===== src/rtl/mc_err_bank.sv =====
`timescale 1ns/1ps
module mc_err_bank #(
  parameter int ADDR_W = 40,
  parameter logic [15:0] FETCH_CODE = 16'h0E0F,
  parameter logic [15:0] REMOTE_CODE = 16'h0E10
) (
  input  logic              clk,
  input  logic              rst_n,
  input  logic              ev_valid,
  input  logic [15:0]       ev_code,
  input  logic              ev_uncorr,
  input  logic              ev_spec,
  input  logic              ev_addr_ok,
  input  logic [ADDR_W-1:0] ev_addr,
  input  logic              fetch_fail,
  input  logic              remote_err,
  input  logic              reg_wr,
  input  logic              reg_sel,
  input  logic [63:0]       reg_wdata,
  output logic [63:0]       reg_rdata,
  output logic              mc_req,
  output logic              fetch_done
);
  localparam int PAD_W = 64 - ADDR_W;

  logic val, ovf, unc, av;
  logic [15:0] code;
  logic [ADDR_W-1:0] addr;

  logic e_v, e_unc, e_spec, e_aok;
  logic [15:0] e_code;

  always_comb begin
    e_v = 1'b1; e_unc = 1'b1; e_spec = 1'b0; e_aok = 1'b0; e_code = 16'h0;
    if (ev_valid) begin
      e_unc = ev_uncorr; e_spec = ev_spec; e_aok = ev_addr_ok; e_code = ev_code;
    end else if (fetch_fail) begin
      e_code = FETCH_CODE;
    end else if (remote_err) begin
      e_code = REMOTE_CODE;
    end else begin
      e_v = 1'b0;
    end
  end

  wire clr    = reg_wr & ~reg_sel & (reg_wdata == 64'd0);
  wire accept = e_v & (e_unc | ~e_spec);
  wire h_val  = val & ~clr;
  wire h_ovf  = ovf & ~clr;
  wire h_unc  = unc & ~clr;
  wire h_av   = av  & ~clr;
  wire take   = accept & (~h_val | (e_unc & ~h_unc));

  always_ff @(posedge clk) begin
    if (!rst_n) begin
      val <= 1'b0; ovf <= 1'b0; unc <= 1'b0; av <= 1'b0;
      code <= '0; addr <= '0; mc_req <= 1'b0; fetch_done <= 1'b0;
    end else begin
      val <= h_val | accept;
      ovf <= h_ovf | (accept & h_val);
      if (take) begin
        unc  <= e_unc;
        code <= e_code;
        av   <= e_aok;
        if (e_aok) addr <= ev_addr;
      end else begin
        unc <= h_unc;
        av  <= h_av;
      end
      mc_req     <= take & e_unc;
      fetch_done <= fetch_fail;
    end
  end

  assign reg_rdata = reg_sel ? {{PAD_W{1'b0}}, addr}
                             : {val, ovf, unc, 2'b00, av, 42'd0, code};

  p_unc_frozen_r3: assert property (@(posedge clk) disable iff (!rst_n)
    (val && unc && !clr) |=> (val && unc && code == $past(code) &&
                              av == $past(av) && addr == $past(addr)));

  p_ovf_on_collision_r4: assert property (@(posedge clk) disable iff (!rst_n)
    (val && !clr && ev_valid && (ev_uncorr || !ev_spec)) |=> ovf);

  p_av_needs_addr_r6: assert property (@(posedge clk) disable iff (!rst_n)
    $rose(av) |-> $past(ev_valid && ev_addr_ok));

  p_spec_ignored_r7: assert property (@(posedge clk) disable iff (!rst_n)
    (ev_valid && ev_spec && !ev_uncorr && !reg_wr) |=>
      ($stable(val) && $stable(ovf) && $stable(unc) && $stable(av) &&
       $stable(code) && $stable(addr)));

  p_fetch_done_r8: assert property (@(posedge clk) disable iff (!rst_n)
    fetch_fail |=> fetch_done);

  p_clear_r10: assert property (@(posedge clk) disable iff (!rst_n)
    (clr && !ev_valid && !fetch_fail && !remote_err) |=> (!val && !ovf && !unc && !av));

  p_mcreq_logged_r11: assert property (@(posedge clk) disable iff (!rst_n)
    mc_req |-> (val && unc));
endmodule


===== config.mk =====
export PLATFORM = sky130hd
export DESIGN_NAME = mc_err_bank
export DESIGN_NICKNAME = d
export VERILOG_FILES = /design/src/rtl/mc_err_bank.sv
export SDC_FILE = /design/constraint.sdc
export NUM_CORES = 1
export LEC_CHECK = 0
export BUFFER_PORTS_ARGS = -buffer_cell sky130_fd_sc_hd__buf_2
export CORE_MARGIN = 1.5
export CORE_UTILIZATION = 38
export DETAILED_ROUTE_END_ITERATION = 7
export GPL_ROUTABILITY_DRIVEN = 1
export PLACE_DENSITY_LB_ADDON = 0.05
export SLEW_MARGIN = 20
export SYNTH_ARGS = -nofsm -noshare
export SYNTH_HDL_FRONTEND = slang
export SYNTH_SLANG_ARGS = --single-unit

===== constraint.sdc =====
create_clock -name clk -period 2 [get_ports clk]
set_clock_uncertainty 0.2 [all_clocks]
set_input_delay 0.2 -clock clk [delete_from_list [all_inputs] [get_ports clk]]
set_output_delay 0.2 -clock clk [all_outputs]
set_load 0.01 [all_outputs]

# After elaboration in Yosys (flattened, before gate mapping)
# Cells that the tools add are included.
# classes
eq_ne	0
div	0
n_mul	0
bitwise	20
addsub	0
n_reduce_logical	2
mux	12
n_shift	0
n_lt_le_gt_ge	0
# op_table
operator	count
64-bit zero test	1
64-bit 2-to-1 mux	1
12-bit 2-to-1 mux	2
16-bit 2-to-1 mux	1
1-bit AND	11
1-bit 2-to-1 mux	8
1-bit NOT	5
1-bit OR	4
2-bit AND reduction	1
# totals
memories	0
register_bits	62
romBits	0
word_cells	42
latchBits	0
output_inout_bits	66
mem_bits_rw	0

# Longest topological paths before layout
# logic_depth
depth_word	10
ltp_mapped	9
ltp_nobuf	6

# Least setup slack after synthesis
# Ideal clock, no wire load.
# synth_path
kind	input-to-reg
from	input reg_sel
to	register addr[0]
n_path_buf	3
arrival_ns	1.446
cell_stages	9
setup_ns	0.072
slack_ns	0.282
path_cell_list	buf_6 > nor4b_2 > nand4_1 > nor2_1 > and3_1 > a21o_1 > buf_4 > buf_6 > mux2i_1
# synth_between
elab_chain_cells	10
word_cells_on_any_way	12
classes_between	bitwise: 11; reduce/logical: 1
# synth_rtl
element	line_no	text
start, declared	18	input logic reg_sel,
1-bit NOT *	46	wire clr = reg_wr & ~reg_sel & (reg_wdata == 64'd0);
1-bit AND * (2 in series)	46	
1-bit NOT *	48, 50	
1-bit AND	50	wire h_unc = unc & ~clr;
1-bit NOT	52	wire take = accept & (~h_val | (e_unc & ~h_unc));
1-bit AND	52	
1-bit OR *	52	
1-bit AND *	52	
2-bit AND reduction (no line) *	--	
end signal, assigned	65	if (e_aok) addr <= ev_addr;
end, declared	28	logic [ADDR_W-1:0] addr;
# Mark *: on every way between the ends. The rest lies on a longest branch, timed or not.
# A chain may end at the register's enable or synchronous reset.

# Worst setup path after layout
# layout_path
from	register val
to	register code[1]
# layout_between
elab_chain_cells	4
# layout_rtl
element	line_no	text
start, declared	26	logic val, ovf, unc, av;
start signal, assigned	59	val <= h_val | accept;
1-bit AND	48	wire h_val = val & ~clr;
1-bit NOT	52	
1-bit OR	52	
1-bit AND	52	
end signal, assigned	63	code <= e_code;
end, declared	27	logic [15:0] code;
# Every way passes these cells.

==> metrics.yaml <==
power:
  p_int_mw: 2.10
  switchingPower_uw: 771
  p_per_area_mw_per_mm2: 592
  power_leakage_nw: 2.33
  clkPwrFrac_pct: 33.0
  p_seq_share_pct: 46.6
  switching_share_pct: 26.9
  ir_worst_vdd_mv: 0.367
  p_comb_share_pct: 20.5
clock_network:
  cts-root-buf: "clkbuf_8"
  cts.path.max_buffers: 2
  cts_tree: "yes"
  clk_pin_slew_ns: 0.07
  tritoncts.num_buffers: 9
  postCtsResizedCells: 0
  insertion_delay_ns: 0.34
  htree_levels: 3
  clkSinkCount: 62
hold_path:
  hold_path_class: "input port to register"
  min_from: "ev_code[4]"
  holdPathStages: 5
die:
  core_mm2: 0.00830
  start_util_pct: 39.5
  fp.dieH_um: 95.9
  num_rows: 33
  die_area_mm2: 0.00920
  die_w_um: 95.9
  io_pins: 196
grt:
  grt_start_max_net_pins: 47
  grt_pass1_wl_um: 14500
  grt_util_all_layers_pct: 20.4
  grt_overflow: 0
  grt_pass1_vias: 3112
  antenna_found_initial: 0
synth:
  avgSynthCellArea_um2: 8.57
  yosysUniqueCellTypes: 30
  synth_simple_gate_area_share_pct: 25.9
  synth_cells: 383
  yosys_warnings: 0
  synth.largest_area_cell: "dfxtp_1"
  synth_xor_area_share_pct: 0
  synth_top_family_by_area: "simple AND/OR/NAND/NOR gates"
  seq_area_frac_synth_pct: 37.8
  synth_top_area_share_pct: 37.8
  synth.area.mux_share_pct: 22.6
  syn_area_mm2: 0.00328
  synth-compound-area-share_pct: 3.81
  ys_ff_latch: 62
  netlist_top_cells_area: "dfxtp_1 38%, mux2i_1 17%, nand2_1 12%"
  synthAdderAreaFrac_pct: 0
detailed_routing:
  routedWlPerCell_um: 12.7
  drt_iter0_drc: 55
  drt-total-wl_um: 9050
  drc: 0
  detail-route-antenna-nets: 0
  vias: 3224
  drt_first_pass_iters: 4
  via_per_inst: 4.53
cells_and_area:
  antenna_cells: 0
  final_common_cell: "buf_2"
  layout_common_cells: "174 x buf_2, 103 x nand2_1, 62 x dfxtp_1, 56 x mux2i_1, 52 x dlygate4sd3_1"
  nets: 731
  syn_to_final_growth_pct: 47.9
  final_area_mm2: 0.00485
  drive_above_1_share_pct: 36.0
setup_path:
  cp.arrival_ns: 1.82
  crit_type: "register to register"
  end_kind: "register"
  cp_max_fo: 16
  crit_path_max_incr_delay_ns: 0.63
  worstSetupStartpointType: "register"
  required_ns: 2.06
  reg2reg_from: "val$_SDFF_PN0_"
  ff2ff_path_depth: 3
  slowest_stage: "o21ai_4"
  crit_start: "val$_SDFF_PN0_"
  worstPathCellList: "o21ai_1 > o21ai_4 > mux2i_1"
sta:
  post-route-period-util_pct: 88.0
  hold_violations: 0
  drv_slew: 0
  fmax_ghz: 0.568
  rsz0062_at_grt: "false"
  setup_viol: 0
  tns_ns: 0
  slew_headroom_pct: 51.7
  finalCriticalPeriod_ns: 1.76
  tightest_slew_ns: 0.722
place:
  portBuffers: 175
  dpl_cell_area_mm2: 0.00416
  gp_congestion: 0.780
  place.detailed.hpwl_um: 6330
run:
  cap_viol_max_count: 0
run_status:
  status: "finished clean"
==> registers in the layout, summed over array words and instances, names as in the netlist <==
register    cells
addr           40
av              1
code           16
fetch_done      1
mc_req          1
ovf             1
unc             1
val             1
==> cells by family after synthesis <==
kind of cell | Yosys count
buffers and inverters | 50
DFF | 62
and+or+nand+nor | 179
AOI/OAI and AO/OA | 19
muxes | 72
other | 1
==> Yosys cell counts <==
cell and number:
nand2_1 103, dfxtp_1 62, mux2i_1 56, and2_1 30, buf_4 21, clkbuf_1 17, mux2_2 16, nor4_1 14
o21ai_0 10, nand3_1 9, nor2b_1 8, buf_6 7, nor2_1 6, inv_1 3, nand4_1 3, o21a_1 3
nor3_1 2, a21o_1 1, a21oi_1 1, a21oi_2 1, and3_1 1, buf_1 1, buf_2 1, conb_1 1
nor3b_1 1, nor4_2 1, nor4b_2 1, o211a_1 1, o21ai_1 1, o21ai_4 1
==> metal layers <==
metal  wire length, um  share of wire, %  vias to the layer above  GRT usage [%]
met5                 0                 0                        -              0
met4               128               1.4                        0           5.64
li1                  -                 -                     1666              -
met1              4180                46                     1449           25.7
met2              4200                46                       94           33.3
met3               540               6.0                       15           6.32
==> what timing repair did <==
| action | CTS | global route |
|---|---|---|
| hold endpoints to repair | 52 | 0 |
| hold buffers | 52 | 0 |
| setup buffers | 0 | 0 |
==> cell type report <==
type	count	area, um2
fillers	799	3450
clock inverters	4	22.5
flip-flops and latches	62	1240
clock buffers	12	145
repair buffers	235	1510
inverters	3	11.3
well taps	105	131
multi-input cells	290	1790
==> power by group through the flow <==
stage                     sequential, mW  clock (mW)  combinational, mW
after global placement              1.36           0              0.503
after CTS                           1.34       0.983              0.592
after detailed placement            1.36           0              0.511
final                               1.34       0.946              0.588
after global routing                1.34        1.04              0.651
after floorplan                     1.35           0              0.326
==> path summary, 6_finish.rpt <==
kind / end / slack (ns)
max: code[1]$_SDFFE_PN0P_ / 0.24
max reg2reg: code[1]$_SDFFE_PN0P_ / 0.24
min: code[4]$_SDFFE_PN0P_ / 0.04
min reg2reg: addr[39]$_SDFFE_PN0P_ / 0.25
==> worst max-delay path: cells and delay by family, from the launching register on <==
kind / cells / cell delay (ns)
AOI/OAI and AO/OA: 2 / 0.81
DFF: 1 / 0.41
muxes: 1 / 0.26
==> through the flow <==
| stage | instances | total power [mW] | util (%) | hold slack, ns | setup WS, ns |
|---|---|---|---|---|---|
| 2_1_floorplan | 402 | 1.68 | - | 0.122 | 0.282 |
| 3_3_place_gp | 643 | 1.87 | 50.2 | 0.238 | 0.0537 |
| 3_5_place_dp | 643 | 1.87 | 50.2 | 0.242 | 0.00630 |
| 4_1_cts | 711 | 2.91 | 58.5 | 0.0266 | 0.187 |
| 5_1_grt | 711 | 3.04 | 58.5 | 0.0641 | 0.0667 |
| 6_report | 711 | 2.87 | 58.5 | 0.0387 | 0.240 |
Note: power is estimated with default switching activity, not from simulation.
